===== src/rtl/hpc_pkg.sv =====
package hpc_pkg;
  typedef enum logic {
    ROLE_VERIFY = 1'b0,
    ROLE_COUNT  = 1'b1
  } role_e;
endpackage


===== src/rtl/hpc_bank.sv =====
module hpc_bank
  import hpc_pkg::*;
#(
  parameter int NCOLS = 80
) (
  input  logic             clk,
  input  logic             rst,
  input  role_e            role,
  input  logic             row_valid,
  input  logic [NCOLS-1:0] row,
  input  logic             clear,
  output logic [NCOLS-1:0] u_next,
  output logic [NCOLS-1:0] l_next
);
  logic [NCOLS-1:0] u_q, l_q;

  // Next state with the current row applied; the top judges this value
  always_comb begin
    u_next = u_q;
    l_next = l_q;
    if (row_valid) begin
      l_next = l_q ^ row;
      u_next = (role == ROLE_COUNT) ? (u_q | row) : (u_q & ~row);
    end
  end

  always_ff @(posedge clk) begin
    if (rst || clear) begin
      u_q <= '0;
      l_q <= '0;
    end else begin
      u_q <= u_next;
      l_q <= l_next;
    end
  end
endmodule


===== config.mk =====
export PLATFORM = sky130hd
export DESIGN_NAME = hpc_bank
export DESIGN_NICKNAME = d
export VERILOG_FILES = /design/src/rtl/hpc_pkg.sv /design/src/rtl/hpc_bank.sv
export SDC_FILE = /design/constraint.sdc
export NUM_CORES = 1
export LEC_CHECK = 0
export ABC_AREA = 1
export BUFFER_PORTS_ARGS = -buffer_cell sky130_fd_sc_hd__buf_4
export CORE_MARGIN = 10
export CORE_UTILIZATION = 46
export CTS_CLUSTER_SIZE = 24
export DETAILED_ROUTE_END_ITERATION = 8
export PLACE_DENSITY = 0.83
export REMOVE_ABC_BUFFERS = 1
export SYNTH_ARGS = -nofsm -noshare
export SYNTH_HDL_FRONTEND = slang
export SYNTH_SLANG_ARGS = --single-unit

===== constraint.sdc =====
create_clock -name clk -period 0.8 [get_ports clk]
set_input_delay 0 -clock clk [delete_from_list [all_inputs] [get_ports clk]]
set_output_delay 0 -clock clk [all_outputs]
set_load 0.02 [all_outputs]

* After elaboration in Yosys (flattened, before gate mapping)
Cells that the tools add are included.
Storage, ports and cells: input port bits 85, output and inout bits 160, register bits after elaboration 160, word-level logic and storage cells 10
Operators by class: multiplexer cells 3, bitwise logic cells 4, reduce and logical (&&, ||, !) cells 1
Operator list (number):
- 80-bit two-way mux | 3
- 80-bit AND | 1
- 80-bit NOT | 1
- 80-bit bitwise OR | 1
- 80-bit XOR | 1
- 1-bit logical OR | 1

* Logic depth before layout (Yosys ltp)
word-level depth 4, gate-level depth with buffers 7, gate-level depth less buffers 4

* Worst setup path before layout
OpenSTA, ideal clock, no wires.
path kind input-to-reg, from in row_valid, to reg u_q[71], data required time 0.672 ns, slack 0.023 ns, stages 6, buffers on the path 3, setup time 0.128 ns, arrival time 0.650 ns, cells stage by stage buf_2 > buf_2 > buf_2 > nand3_1 > nand2_1 > nor2_1
Between the ends: word-level cells in the longest chain between the ends 1
Ends and longest elaborated chain:
- from (decl) | RTL line hpc_bank.sv:9 | input logic row_valid,
- 80-bit two-way mux | RTL line hpc_bank.sv:21 | if (row_valid) begin
- to (signal assigned) | RTL line hpc_bank.sv:32 | u_q <= u_next;
- to (decl) | RTL line hpc_bank.sv:15 | logic [NCOLS-1:0] u_q, l_q;
Every way passes these cells. A chain may end at the register's enable or synchronous reset.

* Worst setup path after layout
from reg l_q[35], to out l_next[35]
Between the ends: word-level cells in the longest chain between the ends 2
Ends and longest elaborated chain:
- from (decl) | RTL line hpc_bank.sv:15
- from (signal assigned) | RTL line hpc_bank.sv:33 | l_q <= l_next;
- 80-bit XOR | RTL line hpc_bank.sv:22 | l_next = l_q ^ row;
- 80-bit two-way mux (*) | RTL line hpc_bank.sv:21
- to (decl) | RTL line hpc_bank.sv:13 | output logic [NCOLS-1:0] l_next
Mark *: on every way between the ends. The rest lies on a longest branch, timed or not.

==> impl_metrics.ini <==
[detailed_routing]
route.antenna.remaining_nets = 0
via_count = 10094
routed_wl_um = 37200
route.detailed.wl_per_inst_um = 19.6
drt-initial-drc-count = 744
post_drt_via_cell_ratio = 5.32
drtPass1Iterations = 5
remaining_drc_errors = 0

[floorplanning]
start_util = 0.466
number_of_ports_placed_on_the_die_boundary = 245
fp.dieW_um = 149
fp.dieArea_sq_mm = 0.0223
floorplan.core_area_sq_mm = 0.0165
rows = 47
dieHeight_um = 149

[power_and_ir_drop]
power_frac_comb = 0.294
totalPowerFinal_w = 0.0249
power_leakage_nw = 7.09
power.sequential.fraction = 0.341
internal_power_w = 0.0170
clock_power_share = 0.365
swShare = 0.316
power.net_switching_w = 0.00787
power.density_mw_per_mm2 = 1760
peakVddDrop_v = 0.00147

[synth]
synth-warning-count = 0
yosys-top-cells-area = sky130_fd_sc_hd__dfxtp_1 (42%), sky130_fd_sc_hd__nand2_1 (20%), sky130_fd_sc_hd__inv_1 (16%)
synth-compound-area-share = 0
synth.mux.area_fraction = 0
post_synth_xor_area_fraction = 0
synthCells = 1255
synthesis.area_sq_mm = 0.00768
synth_edf_count = 0
synthDominantAreaCellType = sky130_fd_sc_hd__dfxtp_1
ys_dominant_reg_cell = sky130_fd_sc_hd__dfxtp_1
synth_seq_area_share = 0.417
combinational_family_with_the_most_area_after_synthesis = simple AND/OR/NAND/NOR gates
synth.distinct_cells = 13
postSynthRegisterBits = 160
synth-simple-area-share = 0.382
post_synth.cell_area_avg_sq_um = 6.12
synth_adder_area_share = 0
most_numerous_cell_types_in_the_synthesized_netlist = sky130_fd_sc_hd__nand2_1 (400), sky130_fd_sc_hd__inv_1 (320), sky130_fd_sc_hd__dfxtp_1 (160), sky130_fd_sc_hd__nand3_1 (160), sky130_fd_sc_hd__nor2_1 (150)
async_reset_ff_frac = 0
synth_top_area_share = 0.417
synth.most_common_cell = sky130_fd_sc_hd__nand2_1

[clocking]
cts-htree-levels = 4
clkLatencyLatePin_ns = 0.42
clk_pin_slew_worst_paths_ns = 0.08
root_buffer = sky130_fd_sc_hd__clkbuf_16
max-clock-path-buffers = 2
cts_tree = built
cts-buffers-inserted = 17
clkSinkCount = 160

[critical_path]
arrival_time_of_data_at_the_critical_path_endpoint_ns = 1.20
critical_path.reg2reg.startpoint = l_q[27]$_SDFF_PP0_
critPathKind = flip-flop to output pin
timing.critical_path.buf_inv = 3
critPathSlowestCell = sky130_fd_sc_hd__dfxtp_2
crit_cells = 5
timing.critical_path.fanout_max = 2
setup.worst_path.end = l_next[35]
end_kind = output pin
regToRegEndpoint = l_q[27]$_SDFF_PP0_
worstPathRequired_ns = 0.80
worstSetupStartpointType = flip-flop
critical_path.cell_chain = inv_2 > nand2_2 > nand2_2 > inv_2 > buf_6
r2r.worst_path.cells = 8
r2r_slack_ns = -0.37
timing.critical_path.max_delay_family = flip-flops
crit_start = l_q[35]$_SDFF_PP0_
slowest_delay_ns = 0.36

[sta]
normalized_max_slew_margin = 0.774
grt_setup_unrepaired = yes
timing.final.max_slew_violations = 0
min_period_over_period = 1.50
setup_viol = 225
fmax_ghz = 0.832
timing.hold.ws_ns = -0.104
tightest_slew_ns = 0.339
timing.clock.skew_ns = 0
hold_violations = 52
finalWorstSetupSlack_ns = -0.402
timing.final.crit_period_ns = 1.20

[run_status]
violated_checks = negative hold slack, negative setup slack
outcome = finished with violations

[final_layout]
layout.cell_area.non_filler_sq_mm = 0.0141
synthToLayoutAreaGrowth_pct = 83.8
final_cell_count_no_fill = 1898
diodes = 0
layout-drive-gt1-share = 0.749
finish.net_count = 1750

[grt]
grt.total_usage = 0.280
number_of_antenna_violations_at_the_first_check_in_global_routing = 0
largest_net_degree_at_the_start_of_global_routing = 57
first_global_vias = 10242
globalRouteOverflowTotal = 0
grt_first_pass_wirelength_um = 50700

[hold_path]
path_category_of_the_worst_min_delay_check = input pin to flip-flop
timing.hold.worst_path_depth = 4

[placed_design]
placedInstanceArea_sq_mm = 0.00972
port_buffers = 244
numPlacedInstances = 1691
dpl.hpwl_um = 15600
gp_congestion = 0.802

[flow_run]
timing.max_cap.violations = 0
[kinds of logic after synthesis]
kind of cell | Yosys count
simple gates | 721
buf+inv | 374
flops | 160
[per-stage QoR]
stage	setup TNS (ns)	utilization	hold slack, ns	worst slack, ns
4_1_cts	-56.70	0.800	-0.133	-0.314
3_5_place_dp	-14.44	0.590	0.325	-0.139
2_1_floorplan	-366.43	-	0.204	-2.23
6_report	-57.16	0.857	-0.104	-0.402
5_1_grt	-65.65	0.857	-0.0969	-0.462
3_3_place_gp	-10.84	0.590	0.315	-0.0912
[registers in the layout (all words and copies together), names as in the netlist]
name / flops
l_q: 80
u_q: 80
[metal layers]
layer  wire, um  global-route usage  vias up
li1           -                   -     4418
met1      12200               0.280     4721
met2      19000               0.509      713
met3       3200              0.0737      242
met4       2870               0.172        0
met5          0                   0        -
[power by group through the flow]
stage	combinational, W	sequential [W]	clock (W)
2_1_floorplan	0.00219	0.00850	0
3_3_place_gp	0.00419	0.00851	0
3_5_place_dp	0.00426	0.00852	0
4_1_cts	0.00624	0.00839	0.00888
5_1_grt	0.00772	0.00850	0.00944
6_report	0.00733	0.00849	0.00908
[final cells by class]
class	count	area [sq um]
flip-flops and latches	160	3370
inverters	321	1200
clock inverters	12	180
fillers	717	2350
multi-input cells	721	4280
well taps	220	275
clock buffers	20	457
repair buffers	444	4350
[cell usage in the layout, fill, tap and decap left out, drive strengths merged]
master,n
clkinv,4
nor2,160
clkinvlp,2
or2,1
inv,323
bufinv,4
nand3,160
dfxtp,160
clkbuf,20
buf,444
nand2,400
[worst min-delay path: cells and delay by family]
family	cells	cell delay, ns
simple gates	3	0.20
buf+inv	1	0.10
[how the worst min path moves through the flow]
stage,from,to,slack (ns)
after floorplan,row_valid,l_q[0]$_SDFF_PP0_,0.20
after global placement,row[60],u_q[60]$_SDFF_PP0_,0.32
after detailed placement,row[59],u_q[59]$_SDFF_PP0_,0.33
after CTS,row[56],l_q[56]$_SDFF_PP0_,-0.13
after global routing,row[30],u_q[30]$_SDFF_PP0_,-0.1
final,row[61],l_q[61]$_SDFF_PP0_,-0.10
[repair_timing]
item | CTS | global route
hold endpoints to repair | 91 | 59
setup buffers | 246 | 65
gates resized for setup | 391 | 678
setup endpoints to repair | 160 | 242
pin swaps | 233 | 203
(Power assumes the default switching activity.)
